**config.mk**
```make
export PLATFORM = sky130hd
export DESIGN_NAME = rxdet_ctrl
export DESIGN_NICKNAME = d
export VERILOG_FILES = /design/src/rtl/rxdet_pkg.sv /design/src/rtl/rxdet_poll_timer.sv /design/src/rtl/rxdet_pdn_filter.sv /design/src/rtl/rxdet_fsm.sv /design/src/rtl/rxdet_ctrl.sv
export SDC_FILE = /design/constraint.sdc
export NUM_CORES = 1
export LEC_CHECK = 0
export BUFFER_PORTS_ARGS = -buffer_cell sky130_fd_sc_hd__buf_4
export CAP_MARGIN = 0
export CORE_MARGIN = 4
export CORE_UTILIZATION = 55
export DETAILED_ROUTE_END_ITERATION = 10
export PLACE_DENSITY = 0.75
export SKIP_LAST_GASP = 1
export SLEW_MARGIN = 20
export SYNTH_ARGS = -nofsm -noshare
export SYNTH_HDL_FRONTEND = slang
export SYNTH_HIERARCHICAL = 1
export SYNTH_SLANG_ARGS = --single-unit
```
**constraint.sdc**
```tcl
create_clock -name clk -period 3 [get_ports clk]
set_input_delay 0.3 -clock clk [delete_from_list [all_inputs] [get_ports clk]]
set_output_delay 0.3 -clock clk [all_outputs]
set_load 0.05 [all_outputs]
```
**src/rtl/rxdet_pkg.sv**
```systemverilog
package rxdet_pkg;

  typedef enum logic [2:0] {
    ST_IDLE,
    ST_HIZ,
    ST_TERM,
    ST_REQ,
    ST_SAMPLE,
    ST_WAIT,
    ST_FOUND,
    ST_GIVEUP
  } rxdet_state_e;

  localparam logic [1:0] MODE_MAN_HIZ  = 2'b00;
  localparam logic [1:0] MODE_AUTO_LIM = 2'b01;
  localparam logic [1:0] MODE_AUTO_INF = 2'b10;
  localparam logic [1:0] MODE_MAN_TERM = 2'b11;

endpackage

```
**src/rtl/rxdet_poll_timer.sv**
```systemverilog
// Poll interval counter: reloads when a request issues, flags the
// cycle before the next request is due.
module rxdet_poll_timer #(
  parameter int unsigned PERIOD = 40
) (
  input  logic clk,
  input  logic rst_n,
  input  logic en_i,
  input  logic reload_i,
  output logic due_o
);

  localparam int unsigned CW = $clog2(PERIOD + 1);
  localparam logic [CW-1:0] LAST = CW'(PERIOD - 1);

  logic [CW-1:0] cnt_q, cnt_d;

  always_comb begin
    cnt_d = cnt_q;
    if (reload_i)
      cnt_d = CW'(1);
    else if (cnt_q != LAST)
      cnt_d = cnt_q + CW'(1);
  end

  always_ff @(posedge clk or negedge rst_n) begin
    if (!rst_n)
      cnt_q <= '0;
    else if (en_i)
      cnt_q <= cnt_d;
  end

  assign due_o = (cnt_q == LAST);

  // the interval counter never runs past the poll period
  a_r4_cnt_bound: assert property (@(posedge clk) disable iff (!rst_n)
    cnt_q <= LAST);

endmodule

```
**src/rtl/rxdet_pdn_filter.sv**
```systemverilog
// Measures the high width of power-down and flags a qualifying release.
module rxdet_pdn_filter #(
  parameter int unsigned MIN_CYC = 10
) (
  input  logic clk,
  input  logic rst_n,
  input  logic pdn_i,
  output logic clr_o
);

  localparam int unsigned CW = $clog2(MIN_CYC + 1);
  localparam logic [CW-1:0] MINV = CW'(MIN_CYC);

  logic [CW-1:0] wid_q, wid_d;
  logic          pdn_q;

  always_comb begin
    wid_d = '0;
    if (pdn_i)
      wid_d = (wid_q == MINV) ? wid_q : wid_q + CW'(1);
  end

  always_ff @(posedge clk or negedge rst_n) begin
    if (!rst_n) begin
      wid_q <= '0;
      pdn_q <= 1'b0;
    end else begin
      wid_q <= wid_d;
      pdn_q <= pdn_i;
    end
  end

  assign clr_o = pdn_q & ~pdn_i & (wid_q == MINV);

  // a clear is only raised on the cycle power-down drops
  a_r10_clr_on_release: assert property (@(posedge clk) disable iff (!rst_n)
    clr_o |-> ($past(pdn_i) && !pdn_i));

endmodule

```
**src/rtl/rxdet_fsm.sv**
```systemverilog
// Detect sequencing: fixed modes, polling, latched outcome.
module rxdet_fsm
  import rxdet_pkg::*;
#(
  parameter int unsigned WINDOW = 50
) (
  input  logic         clk,
  input  logic         rst_n,
  input  logic         en_i,
  input  logic         clr_i,
  input  logic [1:0]   mode_i,
  input  logic         det_i,
  input  logic         due_i,
  output rxdet_state_e state_o
);

  localparam int unsigned TW = $clog2(WINDOW + 1);
  localparam logic [TW-1:0] LASTT = TW'(WINDOW - 1);
  localparam logic [TW-1:0] MAXT  = TW'(WINDOW);

  rxdet_state_e  state_q, state_d;
  logic [1:0]    mode_q;
  logic [TW-1:0] tries_q, tries_d;

  always_comb begin
    state_d = state_q;
    tries_d = tries_q;
    if (clr_i || (mode_i != mode_q)) begin
      state_d = ST_IDLE;
    end else begin
      unique case (state_q)
        ST_IDLE: begin
          tries_d = '0;
          if (mode_q == MODE_MAN_HIZ)
            state_d = ST_HIZ;
          else if (mode_q == MODE_MAN_TERM)
            state_d = ST_TERM;
          else
            state_d = ST_REQ;
        end
        ST_REQ:    state_d = ST_SAMPLE;
        ST_SAMPLE: begin
          if (det_i)
            state_d = ST_FOUND;
          else if (mode_q == MODE_AUTO_LIM) begin
            if (tries_q == LASTT)
              state_d = ST_GIVEUP;
            else begin
              tries_d = tries_q + TW'(1);
              state_d = ST_WAIT;
            end
          end else
            state_d = ST_WAIT;
        end
        ST_WAIT:   if (due_i) state_d = ST_REQ;
        default:   state_d = state_q;
      endcase
    end
  end

  always_ff @(posedge clk or negedge rst_n) begin
    if (!rst_n) begin
      state_q <= ST_IDLE;
      mode_q  <= MODE_MAN_HIZ;
      tries_q <= '0;
    end else if (en_i) begin
      state_q <= state_d;
      mode_q  <= mode_i;
      tries_q <= tries_d;
    end
  end

  assign state_o = state_q;

  // a found receiver stays latched until a clear or mode change
  a_r5_found_hold: assert property (@(posedge clk) disable iff (!rst_n)
    (en_i && !clr_i && mode_i == mode_q && state_q == ST_FOUND)
      |=> state_q == ST_FOUND);

  // the bounded mode's terminal state is not left on its own
  a_r6_giveup_hold: assert property (@(posedge clk) disable iff (!rst_n)
    (en_i && !clr_i && mode_i == mode_q && state_q == ST_GIVEUP)
      |=> state_q == ST_GIVEUP);

  // failed attempts never exceed the window
  a_r6_tries_bound: assert property (@(posedge clk) disable iff (!rst_n)
    tries_q < MAXT);

  // an active mode change lands in idle
  a_r11_mode_restart: assert property (@(posedge clk) disable iff (!rst_n)
    (en_i && !clr_i && mode_i != mode_q) |=> state_q == ST_IDLE);

endmodule

```
**src/rtl/rxdet_ctrl.sv**
```systemverilog
module rxdet_ctrl
  import rxdet_pkg::*;
#(
  parameter int unsigned TICK_CYC     = 100,
  parameter int unsigned POLL_US      = 12000,
  parameter int unsigned WINDOW_POLLS = 50,
  parameter int unsigned PDN_MIN_US   = 5
) (
  input  logic       clk,
  input  logic       rst_n,
  input  logic [1:0] mode_i,
  input  logic       pdn_i,
  input  logic       det_i,
  output logic       det_req_o,
  output logic       term_en_o,
  output logic       drv_en_o
);

  localparam int unsigned POLL_CYC = TICK_CYC * POLL_US;
  localparam int unsigned PDN_CYC  = TICK_CYC * PDN_MIN_US;

  rxdet_state_e state;
  logic         run_en;
  logic         clr;
  logic         due;

  assign run_en = ~pdn_i;

  rxdet_pdn_filter #(.MIN_CYC(PDN_CYC)) u_pdn (
    .clk   (clk),
    .rst_n (rst_n),
    .pdn_i (pdn_i),
    .clr_o (clr)
  );

  rxdet_poll_timer #(.PERIOD(POLL_CYC)) u_tmr (
    .clk      (clk),
    .rst_n    (rst_n),
    .en_i     (run_en),
    .reload_i (state == ST_REQ),
    .due_o    (due)
  );

  rxdet_fsm #(.WINDOW(WINDOW_POLLS)) u_fsm (
    .clk     (clk),
    .rst_n   (rst_n),
    .en_i    (run_en),
    .clr_i   (clr),
    .mode_i  (mode_i),
    .det_i   (det_i),
    .due_i   (due),
    .state_o (state)
  );

  assign det_req_o = run_en & (state == ST_REQ);
  assign term_en_o = run_en & ((state == ST_FOUND) | (state == ST_TERM));
  assign drv_en_o  = run_en;

  // a detect request is a single-cycle pulse
  a_r4_req_single: assert property (@(posedge clk) disable iff (!rst_n)
    det_req_o |=> !det_req_o);

  // termination may only drop on power-down, a clear or a mode change
  a_r8_term_drop: assert property (@(posedge clk) disable iff (!rst_n)
    $fell(term_en_o) |-> (pdn_i || $past(clr) || $past(mode_i) != mode_i
                          || $past(state) == ST_IDLE || state == ST_IDLE));

endmodule

```
# Word level (Yosys, flattened, before mapping)

Index checks and enable logic that the tools add are counted.

$add $sub $neg: 3
Equality and inequality tests: 17
Muxes and demuxes: 16
Bitwise logic cells: 7
Reductions and logical operators: 9

Operator list:

| kind                  | count |
|---|---|
| $mux 21               | 2 |
| $add 21x1->21 const B | 1 |
| $eq 21x21->1 const B  | 1 |
| $ne 21x21->1 const B  | 1 |
| $mux 6                | 3 |
| $mux 9                | 2 |
| $mux 3                | 4 |
| $pmux 3 s4            | 1 |
| $pmux 6 s2            | 1 |
| $add 9x1->9 const B   | 1 |
| $eq 3x3->1 const B    | 3 |
| $eq 9x9->1 const B    | 1 |
| $add 6x1->6 const B   | 1 |
| $eq 3x2->1 const B    | 2 |
| $eq 6x6->1 const B    | 1 |
| $ne 2x2->1 const B    | 3 |
| $reduce_and 6->1      | 1 |
| $reduce_bool 5->1     | 1 |
| $and 1x1->1           | 4 |
| $mux 2                | 2 |
| $reduce_bool 2->1     | 2 |
| $logic_not 3->1       | 1 |
| $ne 3x2->1 const B    | 1 |
| $reduce_and 3->1      | 1 |
| other kinds (10)      | 11 |

Flip-flop bits (word level): 42
Input port bits: 6
Output and inout bits: 3
Word-level logic and storage cells: 58

# Depth between registers and ports, before layout

Gate-level depths: netlist (run 1).

Word-level depth: 6
Gate-level depth with buffers: 10
Mapped depth without buffers: 10

# Hierarchy

The synthesis (run 1) kept the hierarchy.

Modules (own cells, without submodules):

| module           | instances | cells each | area an instance (um^2) |
|---|---|---|---|
| rxdet_poll_timer | 1         | 158        | 1393.8 |
| rxdet_fsm        | 1         | 74         | 703.2 |
| rxdet_pdn_filter | 1         | 51         | 518.0 |
| rxdet_ctrl       | 1         | 4          | 32.5 |

# Worst setup path after synthesis (run 1)

OpenSTA, ideal clock, no wires.

Kind: reg2reg
From: register u_pdn.wid_q[0]
To: register u_fsm.tries_q[0]
Arrival: 2.149 ns
Data required time: 2.873 ns
Slack: 0.723 ns
Cell stages (with the launch flop): 10
Buffers on the path: 0
Period minus slack after synthesis: 2.277 ns
Cells stage by stage: dfrtp_1 -> inv_1 -> ha_1 -> nand4b_1 -> nor2_1 -> and3b_1 -> or4b_4 -> nor3_4 -> and2_2 -> mux2_1

Cells in the longest elaborated chain, start to end: 5

RTL lines:

| what                       | RTL line               | text |
|---|---|---|
| start: declaration         | rxdet_pdn_filter.sv:14 | `logic [CW-1:0] wid_q, wid_d;` |
| start signal: assignment   | rxdet_pdn_filter.sv:28 | `wid_q <= wid_d;` |
| $eq 9x9->1                 | rxdet_pdn_filter.sv:33 | `assign clr_o = pdn_q & ~pdn_i & (wid_q == MINV);` |
| $and 1x1->1                | rxdet_pdn_filter.sv:33 |  |
| via clr                    | rxdet_ctrl.sv:24       | `logic clr;` |
| $logic_or 1x1->1           | rxdet_fsm.sv:28        | `if (clr_i \|\| (mode_i != mode_q)) begin` |
| $not 1->1 (no line)        | --                     |  |
| $reduce_and 6->1 (no line) | --                     |  |
| end signal: assignment     | rxdet_fsm.sv:69        | `tries_q <= tries_d;` |
| end: declaration           | rxdet_fsm.sv:23        | `logic [TW-1:0] tries_q, tries_d;` |

The timed path passes the listed nets, and every way through them passes these cells.
A chain may end at the register's enable or synchronous reset.

# Worst setup path in the final report (run 1)

Ends and elaborated chain as after synthesis.

==> results of run 1 <==
[cells in the mapped netlist, types with 2 or more instances]
cell type / number / area [um2]
a2111oi_0: 2 / 17.5
a211o_1: 2 / 17.5
a211oi_1: 5 / 37.5
a21boi_0: 2 / 15.0
a21oi_1: 6 / 30.0
a22oi_1: 2 / 15.0
a311o_1: 2 / 20.0
and2_1: 3 / 18.8
and2_2: 2 / 15.0
and3_1: 9 / 56.3
and3_2: 2 / 15.0
and3b_1: 3 / 26.3
and4_1: 4 / 35.0
clkbuf_1: 7 / 26.3
dfrtp_1: 42 / 1050
ha_1: 5 / 62.6
inv_1: 15 / 56.3
mux2_2: 3 / 33.8
mux2i_1: 5 / 50.1
nand2_1: 35 / 131
nand2b_1: 3 / 18.8
nand3_1: 15 / 75.1
nand4_1: 10 / 62.6
nor2_1: 16 / 60.1
nor2b_1: 2 / 12.5
nor3_1: 3 / 15.0
nor3b_1: 3 / 22.5
nor4_1: 2 / 12.5
o2111a_1: 2 / 22.5
o211ai_1: 4 / 30.0
o21ai_0: 8 / 40.0
o21ai_1: 2 / 10.0
o221ai_1: 3 / 26.3
o22ai_1: 3 / 18.8
o2bb2ai_1: 5 / 43.8
o311ai_0: 7 / 61.3
or3_1: 6 / 37.5
or3b_1: 2 / 17.5
or4_1: 2 / 15.0
xnor2_1: 2 / 17.5
xor2_1: 5 / 43.8
[timing repair]
action	CTS	global route
hold buffers	1	0
buffers inserted	0	0
endpoints found under the hold margin	34	0
[worst reg2reg max path: cells and delay by family, from the launching register on]
kind / cells / cell delay [ns]
and+or+nand+nor: 6 / 1.43
muxes: 1 / 0.32
buffers and inverters: 1 / 0.06
DFF: 1 / 0.41
adders and majority gates: 1 / 0.20
[cells by family after synthesis]
logic type	after synthesis
compound gates	65
xor+xnor	7
fa+ha+maj	5
buf+inv	24
simple gates	135
flops	42
mux	9
[flip-flops by register name (all words and copies together) (netlist names)]
| name | cells |
|---|---|
| u_tmr/cnt_q | 21 |
| u_fsm/tries_q | 6 |
| u_fsm/mode_q | 2 |
| u_fsm/state_o | 3 |
| u_pdn/wid_q | 9 |
| u_pdn/pdn_q | 1 |
[where the power goes]
| part | switching, mW | internal, mW | total, mW |
|---|---|---|---|
| logic | 0.239 | 0.168 | 0.407 |
| clock network | 0.192 | 0.249 | 0.442 |
| registers | 0.112 | 0.637 | 0.749 |
[path summary, 6_finish.rpt]
path	depth (start not counted)	endpoint	startpoint	slack, ns
min in group asynchronous	2	u_tmr/cnt_q[16]	rst_n	0.53
min	1	u_pdn/pdn_q	pdn_i	0.23
min reg2reg	1	u_tmr/cnt_q[9]	u_tmr/cnt_q[9]	0.55
max in group asynchronous	2	u_tmr/cnt_q[1]	rst_n	2.11
max reg2reg	9	u_fsm/tries_q[0]	u_pdn/wid_q[0]	0.48
max	9	u_fsm/tries_q[0]	u_pdn/wid_q[0]	0.48
[routing by layer]
metal | wire length (um) | GRT usage | share of wire
met1 | 2570 | 0.267 | 0.46
met2 | 2650 | 0.326 | 0.48
met3 | 242 | 0.0405 | 0.043
met4 | 104 | 0.0819 | 0.019
met5 | 0 | 0 | 0
[metrics by stage]
stage	setup WS, ns	cells
after detailed placement	0.519	339
after global routing	0.268	348
final	0.480	348
after floorplan	0.723	287
after global placement	0.633	339
after CTS	0.488	348
[cell type report]
type | instances | area [um2]
Tap cell | 52 | 65.1
Inverter | 15 | 56.3
Sequential cell | 42 | 1050
Multi-Input combinational cell | 221 | 1500
Clock buffer | 7 | 76.3
Fill cell | 372 | 1650
Clock inverter | 1 | 30.0
Timing Repair Buffer | 10 | 77.6
==> results by group, run 1 <==
Floorplanning
  – Row cnt: 24
  – Core ar.: approximately 0.0045 mm2
  – Initial core utilization: 0.588
  – Ports: 9
  – Die X: between 70 and 80 um
  – Die H: ~77 um
  – Die area: approximately 0.0060 mm2

Global routing
  – Pin count of the biggest net entering global routing: 43
  – Gr usage total: 0.202
  – Vias in the first global route: 2,152
  – Initial antenna violation count: 0
  – First-pass GRT wire length: between 9000 and 10,000 um
  – Grt ovf: 0

Routing
  – Vias per inst: roughly 6.6
  – Via count: around 2,300
  – Routed WL: around 5600 um
  – WL per Instance: 16.0 um
  – # DRC: 0
  – Detailed Routing Iterations Pass 1: 5
  – DRT iter0 DRCs: roughly 160
  – Final ANT Viol Nets: 0

Synth
  – Top_reg_cell synth: dfrtp_1
  – Synth Instances: approximately 290
  – Number of synthesized flops with an enable pin: 0
  – Asr flop ratio synth: 1.00
  – Multiplexer area fraction after synthesis: 0.0359
  – Synth Register Bits: 42
  – YS warnings: 6
  – Netlist cell types: 67
  – Synth Area in Simple Gates: 0.297
  – Register area share after synthesis: 0.397
  – Synthesized Nets: roughly 300
  – Synthesized area: 0.00265 mm2
  – Post-synthesis xor/xnor area fraction: 0.0232
  – Adder-Cell Fraction of Synth Area: 0.0236
  – Main combinational cell family by area after synthesis: simple AND/OR/NAND/NOR gates
  – Post-Syn Area per Cell: between 9 and 10 um2
  – Compound-Gate Fraction of Synth Area: 0.187

Cells and area
  – Nets: roughly 310
  – Fin area: around 0.0029 mm2
  – Finished Core Util: 0.634
  – Most frequent cells in the layout: 42 x dfrtp_1, 35 x nand2_1, 16 x nor2_1, 15 x inv_1, 15 x nand3_1
  – Area grow syn2layout: 7.89%
  – Commonest non-fill, non-tap cell in the layout: dfrtp_1
  – ANT cells: 0
  – Layout cells sized above 1: 0.105

Timing
  – Worst Hold Slack: around 0.23 ns
  – Worst-margin pin slew: 0.746 ns
  – Max Clock Freq: between 300 and 400 MHz
  – Clock skew: 0.00975 ns
  – Unrepaired setup endpoints after global routing: no
  – Final worst path period share: 0.840
  – Slew Limit Fails: 0
  – Setup TNS: 0 ns
  – Final number of hold-violating endpoints: 0
  – Min Tclk post-route: roughly 2.5 ns
  – Max transition margin: 0.502
  – Final Setup Violations: 0

Setup path
  – CP top delay family: simple AND/OR/NAND/NOR gates
  – CP cell instances: inv_1 > ha_1 > nand4b_1 > nor2_1 > and3b_1 > or4b_4 > nor3_4 > and2_2 > mux2_1
  – Largest stage delay, worst path: ~0.52 ns
  – Worst EP required: around 3.2 ns
  – CP endpoint kind: flip-flop
  – Crit path launch type: flip-flop
  – Worst path arrival time: 2.70 ns
  – Crit Path Class: flip-flop to flip-flop
  – Worst Path Buf+Inv: 1
  – Critical-path maximum fanout: 5
  – Slowest cell on the critical path: or4b_4

Pwr
  – IR drop worst, VDD: about 0.00031 V
  – Leakage power: about 1.2 nW
  – Power per standard cell area: about 560 mW/mm2
  – Total power: between 1.5 and 2 mW

Clock tree
  – Clk slew on worst S/H paths: 0.07 ns
  – Skew-Pair Late Insertion Delay: ~0.3 ns
  – CTS Buffer Depth: 2
  – H-tree levels: 2
  – CTS Buf Count: 5
  – CTS tree: built
  – # clock sinks: 42
  – CTS Root Cell: clkbuf_8
  – CTS resizes: 0

Place
  – Port Buffer Count: 8
  – Gpl congestion: approximately 0.86
  – Post-DP Area: roughly 0.0027 mm2
  – Dpl hpwl: between 3000 and 4000 um

Run status
  – Status: completed

Worst hold path
  – HP Class: input port to flip-flop

Flow run
  – Max-cap violations: 0
Power figures use the tool's default switching activity.
==> inputs of run 2 (changes only) <==
==> constraint.sdc (replaced) <==
create_clock -name clk -period 2.4 [get_ports clk]
set_input_delay 0.24 -clock clk [delete_from_list [all_inputs] [get_ports clk]]
set_output_delay 0.24 -clock clk [all_outputs]
set_load 0.05 [all_outputs]
==> run 2 against run 1 <==
Against the previous run: critical path depth unchanged; sequential power grew 24%; total power increased by 28%; clock power up 29%; highest routed layer unchanged.
==> results by group, run 2 (synthesized netlist as in run 1, its figures left out) <==
Clock tree
  – Clk slew on worst S/H paths: about 0.080 ns
  – Skew-Pair Late Insertion Delay: slightly below 0.3 ns
  – CTS tree: built
  – CTS Buffer Depth: 2
  – # clock sinks: 42
  – H-tree levels: 2
  – CTS Root Cell: clkbuf_8
  – CTS Buf Count: 5

Floorplanning
  – Die H: about 77 um
  – Row cnt: 24
  – Core ar.: between 0.004 and 0.005 mm2
  – Die X: approximately 77 um
  – Initial core utilization: 0.588
  – Ports: 9
  – Die area: between 0.005 and 0.006 mm2

Global routing
  – Pin count of the biggest net entering global routing: between 40 and 50
  – Initial antenna violation count: 0
  – First-pass GRT wire length: approximately 9700 um
  – Gr usage total: 0.197
  – Vias in the first global route: between 2,000 and 2,500
  – Grt ovf: 0

Cells and area
  – Sequential cell area: roughly 0.0011 mm2
  – Max FFs per register: 21
  – Most frequent cells in the layout: 42 x dfrtp_1, 35 x nand2_1, 23 x buf_4
  – ANT cells: 0
  – Finished Core Util: 0.667
  – Layout cells sized above 1: 0.171
  – Area of the multi-input gates: 0.00152 mm2
  – Top flop regs: u_tmr/cnt_q x21, u_pdn/wid_q x9, u_fsm/tries_q x6
  – Fill cell count: roughly 380
  – Area grow syn2layout: 13.4%
  – Commonest non-fill, non-tap cell in the layout: dfrtp_1
  – Nets: approximately 320
  – Largest Register: u_tmr/cnt_q

Pwr
  – Sw Ratio: 0.331
  – Gate power share: 0.268
  – Internal power: 1.37 mW
  – Switching power total: slightly below 0.7 mW
  – Clock share of power: 0.279
  – Power per standard cell area: 683 mW/mm2
  – IR drop worst, VDD: between 0.0004 and 0.0005 V
  – Total power: roughly 2.0 mW
  – Sequential Power Share: 0.453
  – Leakage power: around 1.3 nW

Place
  – Port Buffer Count: 8
  – Pre-CTS worst setup slack: roughly 0.052 ns
  – Dpl hpwl: ~3700 um
  – Gpl congestion: between 0.8 and 0.9

Timing
  – Unrepaired setup endpoints after global routing: yes
  – Slew Limit Fails: 0
  – Worst Hold Slack: roughly 0.17 ns
  – Final number of hold-violating endpoints: 0
  – Max transition margin: 0.506
  – Final worst path period share: 0.988
  – Final Setup Violations: 0
  – Clock skew: ~0.0095 ns
  – Worst-margin pin slew: 0.740 ns
  – Final WS setup: ~0.030 ns
  – Min Tclk post-route: 2.37 ns
  – Max Clock Freq: 422 MHz

Worst hold path
  – HP Class: input port to flip-flop

Setup path
  – CP endpoint kind: flip-flop
  – Crit path launch type: flip-flop
  – Crit Path Class: flip-flop to flip-flop
  – Worst path arrival time: approximately 2.5 ns
  – Worst EP required: 2.57 ns
  – Critical-path maximum fanout: 4

Routing
  – Vias per inst: around 6.4
  – Final ANT Viol Nets: 0
  – # DRC: 0
  – WL per Instance: ~16 um
  – Via count: between 2,000 and 2,500
  – DRT iter0 DRCs: 181
  – Detailed Routing Iterations Pass 1: 4
  – Routed WL: 5810 um

Run status
  – Status: completed

Flow run
  – Max-cap violations: 0
## run 2: cell types whose count changed in the layout (fill, tap and decap cells not counted), sizes merged
cell    before  now
clkbuf       7    6
buf          9   24
## run 2: routing by layer
layer	wire length [um]	global-route usage	part of all wire
met1	2700	0.267	0.47
met2	2790	0.313	0.48
met3	203	0.0405	0.035
met4	114	0.0747	0.020
met5	0	0	0
## run 2: timing repair
action,4_1_cts,5_1_grt
setup buffers,0,7
setup endpoints to repair,0,1
endpoints found under the hold margin,42,0
resized for setup,0,8
hold buffers,1,0
## run 2: layout make-up
cell class              count  area share
well taps                  52      0.0217
flip-flops and latches     42       0.350
repair buffers             25      0.0646
clock buffers               6      0.0275
clock inverters             1      0.0100
inverters                  15      0.0188
multi-input cells         221       0.507
## run 2: power groups by stage
stage               Sequential [mW]  Combinational (mW)  Clock [mW]
floorplan                     0.908               0.401           0
global route                  0.952               0.620       0.623
global placement              0.935               0.508           0
detailed placement            0.938               0.518           0
finish                        0.929               0.549       0.571
CTS                           0.926               0.523       0.593
## run 2: critical path, stage by stage, from the launching register on
cell and delay [ns]:
dfrtp_1 0.40, inv_1 0.06, ha_2 0.16, nand4b_1 0.12, nor2_2 0.06, and3b_2 0.22
or4b_4 0.54, nor3_4 0.21, and2_4 0.18, mux2_4 0.29
## run 2: final timing paths
path	slack, ns	from	cells after the start	to
max in group asynchronous	1.56	rst_n	2	u_tmr/cnt_q[2]
min in group asynchronous	0.47	rst_n	2	u_tmr/cnt_q[18]
worst max register to register	0.03	u_pdn/wid_q[1]	9	u_fsm/tries_q[0]
worst min-delay path	0.17	pdn_i	1	u_pdn/pdn_q
worst min register to register	0.54	u_tmr/cnt_q[20]	2	u_tmr/cnt_q[20]
worst max-delay path	0.03	u_pdn/wid_q[1]	9	u_fsm/tries_q[0]
## run 2: metrics by stage
step	cell area, um2	TNS [ns]	std cells
after floorplan	2650	0	287
after CTS	2920	0	355
after detailed placement	2800	0	347
after global placement	2800	0	347
final	3000	0	362
after global routing	3000	-0.432	362
==> inputs of run 3 (changes only) <==
==> constraint.sdc (replaced) <==
create_clock -name clk -period 2.4 [get_ports clk]
set_input_delay 0.6 -clock clk [delete_from_list [all_inputs] [get_ports clk]]
set_output_delay 0.6 -clock clk [all_outputs]
set_load 0.05 [all_outputs]
==> run 3 against run 2 <==
Against the previous run: flip-flop and latch count did not move; clock-buffer cell count did not move; sequential share of layout area barely moved; hold slack improved by 0.097 ns; non-clock buffer count rose by 3; sequential power rose by 0.4%; global-route usage rose by 0.96 points; total power fell by 4.1%; die area did not move; first-iteration DRC count rose by 3.9%; register-to-register slack barely moved; routed wire length fell by 0.12%; largest cell class unchanged; critical endpoint unchanged.
==> results by group, run 3 (synthesized netlist as in run 1, its figures left out) <==
Clock tree
  – CTS tree: built
  – CTS Root Cell: clkbuf_8
  – Clk slew on worst S/H paths: about 0.080 ns
  – # clock sinks: between 40 and 50
  – H-tree levels: 2
  – CTS Buffer Depth: 2
  – Cts hold-fix bufs: 0
  – Skew-Pair Late Insertion Delay: around 0.29 ns
  – CTS Buf Count: 5

Global routing
  – Initial antenna violation count: 0
  – Gr usage total: 0.207
  – Grt ovf: 0
  – Pin count of the biggest net entering global routing: 43
  – First-pass GRT wire length: 10,300 um
  – Vias in the first global route: between 2,000 and 2,500

Setup path
  – CP top delay family: simple AND/OR/NAND/NOR gates
  – Slowest cell on the critical path: or4b_4
  – Worst path arrival time: 2.54 ns
  – Crit Path Class: flip-flop to flip-flop
  – R2R cell count: 9
  – CP endpoint kind: flip-flop
  – Critical-path maximum fanout: 4
  – Largest stage delay, worst path: 0.54 ns
  – Worst EP required: 2.58 ns
  – R2R Path Start: u_pdn/wid_q[0]
  – Worst Path Buf+Inv: 1
  – CP cell instances: inv_2 > ha_4 > nand4b_1 > nor2_1 > and3b_2 > or4b_4 > nor3_4 > and2_4 > mux2_4
  – Reg2Reg Setup Slack: roughly 0.042 ns
  – Crit path launch type: flip-flop
  – Worst flop-to-flop path endpoint: u_fsm/tries_q[0]

Cells and area
  – Most frequent cells in the layout: 41 x dfrtp_1, 35 x nand2_1, 27 x buf_4, 16 x nor2_1, 15 x nand3_1
  – Sequential cell area: 0.00105 mm2
  – ANT cells: 0
  – Commonest non-fill, non-tap cell in the layout: dfrtp_1
  – Nets: 324
  – Largest Register: u_tmr/cnt_q
  – Max FFs per register: 21
  – Area grow syn2layout: 13.5%
  – Area of the multi-input gates: 0.00152 mm2
  – Layout cells sized above 1: 0.185
  – Top flop regs: u_tmr/cnt_q x21, u_pdn/wid_q x9, u_fsm/tries_q x6
  – Fin area: approximately 0.0030 mm2
  – Fill cell count: between 300 and 400
  – Finished Core Util: 0.667

Place
  – Dpl hpwl: 3990 um
  – Pre-CTS worst setup slack: roughly 0.052 ns
  – Port Buffer Count: 8
  – Post-DP Area: roughly 0.0028 mm2
  – Gpl congestion: between 0.8 and 0.9

Timing
  – Unrepaired setup endpoints after global routing: yes
  – Max Clock Freq: 424 MHz
  – Max transition margin: 0.645
  – Final WS setup: between 0.04 and 0.05 ns
  – Worst-margin pin slew: between 0.5 and 0.6 ns
  – Clock skew: about 0.0041 ns
  – Final Setup Violations: 0
  – Slew Limit Fails: 0
  – Worst Hold Slack: 0.271 ns
  – Min Tclk post-route: 2.36 ns
  – Final worst path period share: 0.982
  – Final number of hold-violating endpoints: 0

Pwr
  – IR drop worst, VDD: between 0.0003 and 0.0004 V
  – Leakage power: between 1 and 1.5 nW
  – Power per standard cell area: ~650 mW/mm2

Routing
  – Detailed Routing Iterations Pass 1: 4
  – Via count: 2,365
  – Routed WL: just under 6000 um
  – Vias per inst: about 6.5
  – Final ANT Viol Nets: 0
  – WL per Instance: 15.8 um
  – DRT iter0 DRCs: 188
  – # DRC: 0

Run status
  – Status: completed

Floorplanning
  – Die X: between 70 and 80 um
  – Ports: 9
  – Die area: 0.00599 mm2
  – Core ar.: 0.00450 mm2
  – Row cnt: 24
  – Initial core utilization: 0.588
  – Die H: between 70 and 80 um

Flow run
  – Max-cap violations: 0

Worst hold path
  – HP Class: input port to async pin
[run 3: cell count changes in the layout (fill, tap and decap cells not counted), sizes merged]
cell,before,now
buf,24,28
clkinvlp,0,2
bufinv,1,0
clkinv,0,1
dlygate4sd3,1,0
inv,15,14
[run 3: cell type report]
type | instances | share of cell area
multi-input combinational | 221 | 0.505
sequential | 42 | 0.350
timing repair buffer | 28 | 0.0712
clock buffer | 6 | 0.0275
tap | 52 | 0.0216
inverter | 15 | 0.0200
clock inverter | 2 | 0.00416
[run 3: worst max path at each step]
stage | endpoint | startpoint | depth (start not counted)
after floorplan | term_en_o | pdn_i | 1
after global placement | u_fsm/tries_q[0] | u_pdn/wid_q[0] | 9
after detailed placement | u_fsm/tries_q[0] | u_pdn/wid_q[0] | 9
after CTS | u_fsm/tries_q[0] | u_pdn/wid_q[0] | 9
after global routing | u_fsm/tries_q[3] | u_pdn/wid_q[1] | 11
final | u_fsm/tries_q[0] | u_pdn/wid_q[0] | 9
[run 3: worst reg2reg max path, delay by kind of cell (launching register included)]
family	cells	cell delay, ns
adder cells (fa/ha/maj)	1	0.14
flip-flops	1	0.40
multiplexers	1	0.29
buffers and inverters	1	0.05
AND/OR/NAND/NOR	6	1.36
[run 3: repair_timing]
action | CTS | global route
resized for setup | 0 | 8
setup buffers | 0 | 7
setup endpoints to repair | 0 | 5
[run 3: metrics by stage]
step,instances,setup TNS (ns),total power [mW]
detailed placement,351,0,1.47
global route,366,-0.379,2.11
floorplan,287,0,1.31
global placement,351,0,1.46
CTS,359,0,1.96
finish,366,0,1.96
[run 3: per-layer routing]
layer  global-route usage  share of wire
met1                0.261           0.43
met2                0.350           0.51
met3               0.0428          0.040
met5                    0              0
met4               0.0801          0.021
[run 3: power breakdown]
group	total [mW]	internal, mW	switching (mW)
Clock	0.479	0.231	0.247
Combinational	0.553	0.247	0.306
Sequential	0.933	0.796	0.137
